==> config.mk <==
export PLATFORM = sky130hd
export DESIGN_NAME = hs_lane_burst_tx
export DESIGN_NICKNAME = d
export VERILOG_FILES = /design/src/rtl/hs_lane_pkg.sv /design/src/rtl/hs_step_timer.sv /design/src/rtl/hs_byte_shifter.sv /design/src/rtl/hs_lane_burst_tx.sv
export SDC_FILE = /design/constraint.sdc
export NUM_CORES = 1
export LEC_CHECK = 0
export BUFFER_PORTS_ARGS = -buffer_cell sky130_fd_sc_hd__buf_4
export CAP_MARGIN = 20
export CORE_ASPECT_RATIO = 1.5
export CORE_MARGIN = 2
export CORE_UTILIZATION = 59
export CTS_CLUSTER_DIAMETER = 150
export DETAILED_ROUTE_END_ITERATION = 8
export PLACE_DENSITY = 0.92
export SLEW_MARGIN = 10
export SYNTH_ARGS = -nofsm -noshare
export SYNTH_HDL_FRONTEND = slang
export SYNTH_SLANG_ARGS = --single-unit
==> constraint.sdc <==
create_clock -name clk -period 6.05 [get_ports clk]
set_clock_uncertainty 0.1 [all_clocks]
set_input_delay 0 -clock clk [delete_from_list [all_inputs] [get_ports clk]]
set_output_delay 0 -clock clk [all_outputs]
set_load 0.02 [all_outputs]
==> src/rtl/hs_lane_pkg.sv <==
package hs_lane_pkg;

  typedef enum logic [2:0] {
    ST_STOP  = 3'd0,
    ST_LP01  = 3'd1,
    ST_LP00  = 3'd2,
    ST_SYNC  = 3'd3,
    ST_DATA  = 3'd4,
    ST_TRAIL = 3'd5
  } hs_state_e;

  // Line order 0,0,0,1,1,1,0,1 shifted out from bit 0 upward.
  localparam logic [7:0] SYNC_WORD = 8'hB8;

endpackage

==> src/rtl/hs_step_timer.sv <==
module hs_step_timer #(
  parameter int CNT_W = 8
) (
  input  logic             clk,
  input  logic             rst_n,
  input  logic             load,
  input  logic [CNT_W-1:0] length,
  output logic             done
);

  logic [CNT_W-1:0] cnt_q;
  logic [CNT_W-1:0] cnt_d;
  logic [CNT_W-1:0] load_val;

  // A length of 0 behaves like 1: the segment lasts one cycle.
  always_comb begin
    load_val = (length == '0) ? '0 : length - CNT_W'(1);
  end

  always_comb begin
    cnt_d = cnt_q;
    if (load) begin
      cnt_d = load_val;
    end else if (cnt_q != '0) begin
      cnt_d = cnt_q - CNT_W'(1);
    end
  end

  always_ff @(posedge clk or negedge rst_n) begin
    if (!rst_n) begin
      cnt_q <= '0;
    end else begin
      cnt_q <= cnt_d;
    end
  end

  assign done = (cnt_q == '0);

  AST_TIMER_DOWN: assert property (@(posedge clk) disable iff (!rst_n)
    (!load && cnt_q != '0) |=> (cnt_q == $past(cnt_q) - CNT_W'(1)));

endmodule

==> src/rtl/hs_byte_shifter.sv <==
module hs_byte_shifter
  import hs_lane_pkg::*;
#(
  parameter int BYTE_W = 8
) (
  input  logic              clk,
  input  logic              rst_n,
  input  logic              load_sync,
  input  logic              load_byte,
  input  logic              shift_en,
  input  logic [BYTE_W-1:0] byte_in,
  output logic              bit_out,
  output logic              at_end
);

  localparam int IDX_W = (BYTE_W > 1) ? $clog2(BYTE_W) : 1;
  localparam logic [IDX_W-1:0] IDX_LAST = IDX_W'(BYTE_W - 1);

  logic [BYTE_W-1:0] sh_q, sh_d;
  logic [IDX_W-1:0]  idx_q, idx_d;

  always_comb begin
    sh_d  = sh_q;
    idx_d = idx_q;
    if (load_sync) begin
      sh_d  = BYTE_W'(SYNC_WORD);
      idx_d = '0;
    end else if (load_byte) begin
      sh_d  = byte_in;
      idx_d = '0;
    end else if (shift_en) begin
      sh_d  = {1'b0, sh_q[BYTE_W-1:1]};
      idx_d = idx_q + IDX_W'(1);
    end
  end

  always_ff @(posedge clk or negedge rst_n) begin
    if (!rst_n) begin
      sh_q  <= '0;
      idx_q <= '0;
    end else begin
      sh_q  <= sh_d;
      idx_q <= idx_d;
    end
  end

  assign bit_out = sh_q[0];
  assign at_end  = (idx_q == IDX_LAST);

  AST_LOAD_EXCL: assert property (@(posedge clk) disable iff (!rst_n)
    !(load_sync && load_byte));
  AST_SHIFT_STEP: assert property (@(posedge clk) disable iff (!rst_n)
    (shift_en && !load_sync && !load_byte) |=> (bit_out == $past(sh_q[1])));

endmodule

==> src/rtl/hs_lane_burst_tx.sv <==
module hs_lane_burst_tx
  import hs_lane_pkg::*;
#(
  parameter int LP_W    = 8,
  parameter int TRAIL_W = 8,
  parameter int BYTE_W  = 8
) (
  input  logic               clk,
  input  logic               rst_n,
  input  logic               burst_req,
  input  logic [LP_W-1:0]    lp_step_cycles,
  input  logic [TRAIL_W-1:0] trail_cycles,
  input  logic [BYTE_W-1:0]  byte_data,
  input  logic               byte_valid,
  input  logic               byte_last,
  output logic               byte_ready,
  output logic               lp_dp,
  output logic               lp_dn,
  output logic               hs_en,
  output logic               hs_bit,
  output logic               underrun
);

  localparam int CNT_W = (LP_W > TRAIL_W) ? LP_W : TRAIL_W;

  hs_state_e state_q, state_d;
  logic      last_q, last_d;
  logic      trail_bit_q, trail_bit_d;
  logic      err_q, err_d;

  logic             tmr_load;
  logic [CNT_W-1:0] tmr_len;
  logic             tmr_done;
  logic             load_sync, load_byte, shift_en;
  logic             sh_bit, sh_end;

  hs_step_timer #(.CNT_W(CNT_W)) u_timer (
    .clk    (clk),
    .rst_n  (rst_n),
    .load   (tmr_load),
    .length (tmr_len),
    .done   (tmr_done)
  );

  hs_byte_shifter #(.BYTE_W(BYTE_W)) u_shift (
    .clk       (clk),
    .rst_n     (rst_n),
    .load_sync (load_sync),
    .load_byte (load_byte),
    .shift_en  (shift_en),
    .byte_in   (byte_data),
    .bit_out   (sh_bit),
    .at_end    (sh_end)
  );

  assign byte_ready = sh_end &&
                      ((state_q == ST_SYNC) || (state_q == ST_DATA && !last_q));

  always_comb begin
    state_d     = state_q;
    last_d      = last_q;
    trail_bit_d = trail_bit_q;
    err_d       = 1'b0;
    tmr_load    = 1'b0;
    tmr_len     = CNT_W'(lp_step_cycles);
    load_sync   = 1'b0;
    load_byte   = 1'b0;
    shift_en    = 1'b0;
    unique case (state_q)
      ST_STOP: begin
        if (burst_req) begin
          state_d  = ST_LP01;
          tmr_load = 1'b1;
        end
      end
      ST_LP01: begin
        if (tmr_done) begin
          state_d  = ST_LP00;
          tmr_load = 1'b1;
        end
      end
      ST_LP00: begin
        if (tmr_done) begin
          state_d   = ST_SYNC;
          load_sync = 1'b1;
          last_d    = 1'b0;
        end
      end
      ST_SYNC, ST_DATA: begin
        if (!sh_end) begin
          shift_en = 1'b1;
        end else if (byte_ready && byte_valid) begin
          state_d   = ST_DATA;
          load_byte = 1'b1;
          last_d    = byte_last;
        end else begin
          state_d     = ST_TRAIL;
          trail_bit_d = ~sh_bit;
          tmr_load    = 1'b1;
          tmr_len     = CNT_W'(trail_cycles);
          err_d       = byte_ready;
        end
      end
      ST_TRAIL: begin
        if (tmr_done) begin
          state_d = ST_STOP;
        end
      end
      default: state_d = ST_STOP;
    endcase
  end

  always_ff @(posedge clk or negedge rst_n) begin
    if (!rst_n) begin
      state_q     <= ST_STOP;
      last_q      <= 1'b0;
      trail_bit_q <= 1'b0;
      err_q       <= 1'b0;
    end else begin
      state_q     <= state_d;
      last_q      <= last_d;
      trail_bit_q <= trail_bit_d;
      err_q       <= err_d;
    end
  end

  always_comb begin
    lp_dp  = 1'b0;
    lp_dn  = 1'b0;
    hs_en  = 1'b0;
    hs_bit = 1'b0;
    unique case (state_q)
      ST_STOP:  begin lp_dp = 1'b1; lp_dn = 1'b1; end
      ST_LP01:  lp_dn = 1'b1;
      ST_LP00:  ;
      ST_SYNC, ST_DATA: begin hs_en = 1'b1; hs_bit = sh_bit; end
      ST_TRAIL: begin hs_en = 1'b1; hs_bit = trail_bit_q; end
      default:  begin lp_dp = 1'b1; lp_dn = 1'b1; end
    endcase
  end

  assign underrun = err_q;

  AST_STOP_EXIT: assert property (@(posedge clk) disable iff (!rst_n)
    (lp_dp && lp_dn) |=> ((lp_dp && lp_dn) || (!lp_dp && lp_dn)));
  AST_HS_ENTRY: assert property (@(posedge clk) disable iff (!rst_n)
    $rose(hs_en) |-> $past(!lp_dp && !lp_dn));
  AST_HS_LINES_LOW: assert property (@(posedge clk) disable iff (!rst_n)
    hs_en |-> (!lp_dp && !lp_dn));
  AST_TRAIL_TOGGLE: assert property (@(posedge clk) disable iff (!rst_n)
    (state_q == ST_TRAIL && $past(state_q) != ST_TRAIL) |-> (hs_bit != $past(hs_bit)));
  AST_TRAIL_HOLD: assert property (@(posedge clk) disable iff (!rst_n)
    (state_q == ST_TRAIL && $past(state_q) == ST_TRAIL) |-> $stable(hs_bit));
  AST_TRAIL_TO_STOP: assert property (@(posedge clk) disable iff (!rst_n)
    $fell(hs_en) |-> (lp_dp && lp_dn));
  AST_ERR_PULSE: assert property (@(posedge clk) disable iff (!rst_n)
    underrun |=> !underrun);
  AST_READY_IN_HS: assert property (@(posedge clk) disable iff (!rst_n)
    byte_ready |-> hs_en);

endmodule

==> results.toml <==
[synthesis]
synthesis.area_mm2 = 0.00180
synthCells = 199
synth_ff_type = "dfrtp_1"
ys_ff_latch = 25
synth_warnings = 0
avgSynthCellArea_um2 = 9.04
syn_nets = 233
yosysTopAreaCell = "dfrtp_1"
synth_enable_flop_cells = 0
synth.lib_cells_used.distinct = 45
synth.top_cell.area_share_pct = 34.8
async_flop_share_pct = 100
seq_area_frac_synth_pct = 34.8
yosys-top-cells-area = "dfrtp_1 (35%), mux2i_1 (10%), nor2_1 (4.8%), nand2_1 (4.6%), xnor2_1 (4.4%)"

[layout]
n_fill_cell = 218
final_common_cell = "buf_4"
area_growth_pct = 25.5
diodes = 0
drive_gt1_share_pct = 19.3
nNetsFinal = 279
final_cell_mix = "buf_4 (37), dfrtp_1 (25), nor2_1 (23)"

[detailed_routing]
drt-initial-drc-count = 48
avgRoutedWirePerCell_um = 16.2
drc_errors = 0
first_pass_iters = 4
wl_um = 4590
ant_nets = 0
drt-vias-per-instance = 5.98
vias = 1692

[floorplan]
die_w_um = 49.1
initial_core_util_pct = 61.7
core_area_mm2 = 0.00291
die_h_um = 71.6
rows = 24
io_pins = 35
die_area_mm2 = 0.00351

[global_routing]
grt_pass1_vias = 1733
grt.overflow.total = 0
track_usage_pct = 29.1
grt_pass1_wl_um = 7910
grt_max_degree = 26
antenna_found_initial = 0

[sta]
rsz0062_at_grt = "no"
hold_viol = 0
max_slew_margin_pct = 52.3
final-setup-viol-count = 0
period_share_pct = 53.3
setup-tns-final_ps = 0
tightest_slew_ps = 705
min_period_ps = 3220
drv_slew = 0
worst_slack_ps = 2830
fmax_mhz = 310

[placed_design]
hpwl_um = 3280
gp_congestion = 0.810
place_ws_ps = 2870
portBuffers = 34

[flow_run]
maxCapViolations = 0

[cts]
clock_sinks = 25
cts.htree.levels = 1
clockBufferDepth = 2
cts_buffers = 3
clkLatencyLatePin_ps = 280
cts_tree = "yes"
path_clk_slew_ps = 100
post-cts-setup-buffer-count = 0
cts-root-buf = "clkbuf_8"

[critical_path]
cp.arrival_ps = 3270
cp-start-kind = "flop"
cp-end-kind = "flop"
crit_type = "flop to flop"
crit_fanout = 17
crit_required_ps = 6100

[pwr]
power_density_mw_per_mm2 = 330
power_leakage_uw = 0.00101
ir_drop_v = 0.000237

[min_path]
hp-class = "input pin to asynchronous set/reset pin"

[status]
outcome = "completed"
-- cell usage after synthesis, types with 2 or more instances --
| library cell | instances |
|---|---|
| a21o_1 | 2 |
| xnor2_1 | 9 |
| o31ai_1 | 2 |
| dfrtp_1 | 25 |
| nor4_1 | 3 |
| nor3_1 | 4 |
| nor4b_1 | 3 |
| a221oi_1 | 2 |
| nand3b_1 | 3 |
| nor2_1 | 23 |
| buf_2 | 4 |
| or4b_1 | 2 |
| ha_1 | 5 |
| xor2_1 | 8 |
| nand3_1 | 4 |
| o211ai_1 | 3 |
| nor3b_1 | 4 |
| clkbuf_1 | 4 |
| mux2i_1 | 18 |
| nor4bb_1 | 2 |
| a22oi_1 | 2 |
| nand2_1 | 22 |
| inv_1 | 4 |
| a21oi_1 | 11 |
| o21a_1 | 2 |
| nand2b_1 | 3 |
| o21ai_0 | 7 |
-- final timing paths --
| path | start | end | slack (ps) | cells after the start |
|---|---|---|---|---|
| max in group asynchronous | rst_n | u_shift.sh_q[1] | 5560 | 2 |
| min in group clk | trail_cycles[7] | u_timer.cnt_q[7] | 40 | 3 |
| min | rst_n | u_timer.cnt_q[4] | 40 | 2 |
| max reg2reg | state_q[0] | u_timer.cnt_q[6] | 2830 | 11 |
| min reg2reg | trail_bit_q | trail_bit_q | 420 | 2 |
| max | state_q[0] | u_timer.cnt_q[6] | 2830 | 11 |
-- report_power, final --
part	total [uW]	switching (uW)	internal [uW]
clock network	106	59.4	46.9
logic	332	168	164
registers	308	75.0	233
total	746	302	443
-- critical path, stage by stage, from the launching register on --
cell and delay, ps:
dfrtp_1 660, nor4bb_1 400, o31ai_2 120, buf_4 210
mux2i_1 250, ha_1 270, nor3b_1 310, nor3b_1 280
xnor2_1 140, mux2i_1 90, a22oi_1 190, a21oi_1 70
-- stage by stage --
step	power (uW)	std cells	cell area (um2)	hold WS [ps]	util, %
after floorplan	524	199	1800	-396	-
after global placement	602	266	2080	-183	71.3
after detailed placement	622	266	2080	-179	71.3
after CTS	737	283	2260	43.6	77.5
after global routing	795	283	2260	57.9	77.5
final	746	283	2260	40.4	77.5
-- logic make-up after synthesis --
family	after synthesis	share of synthesized area [%]
flip-flops	25	34.8
AO/OA/AOI/OAI	40	16.1
buffers and inverters	13	3.41
adder cells (fa/ha/maj)	5	3.48
XOR/XNOR	17	8.28
multiplexers	19	10.6
AND/OR/NAND/NOR	80	23.3
-- layer usage --
layer	share of wire, %	vias to the layer above	track usage [%]
met5	0	-	0
met4	3.8	0	16.2
met3	3.4	17	0.833
met2	54	67	53.9
met1	38	803	33.2
li1	-	805	-
-- repair_timing --
item                                   4_1_cts  5_1_grt
hold buffers                                13        0
gates resized for setup                      0        0
endpoints found under the hold margin       37        0
-- final cells by class --
| type | instances | area [um2] | share of cell area [%] |
|---|---|---|---|
| well taps | 39 | 48.8 | 2.16 |
| repair buffers | 50 | 408 | 18.1 |
| clock buffers | 3 | 41.3 | 1.83 |
| flip-flops and latches | 25 | 626 | 27.7 |
| multi-input cells | 161 | 1110 | 49.2 |
| inverters | 4 | 15.0 | 0.665 |
| clock inverters | 1 | 7.51 | 0.333 |
-- state kept, by name (all words and copies together) (netlist names) --
register	cells
last_q	1
state_q	3
trail_bit_q	1
u_shift.idx_q	3
u_shift.sh_q	8
u_timer.cnt_q	8
underrun	1
Note: power is estimated with default switching activity, not from simulation.
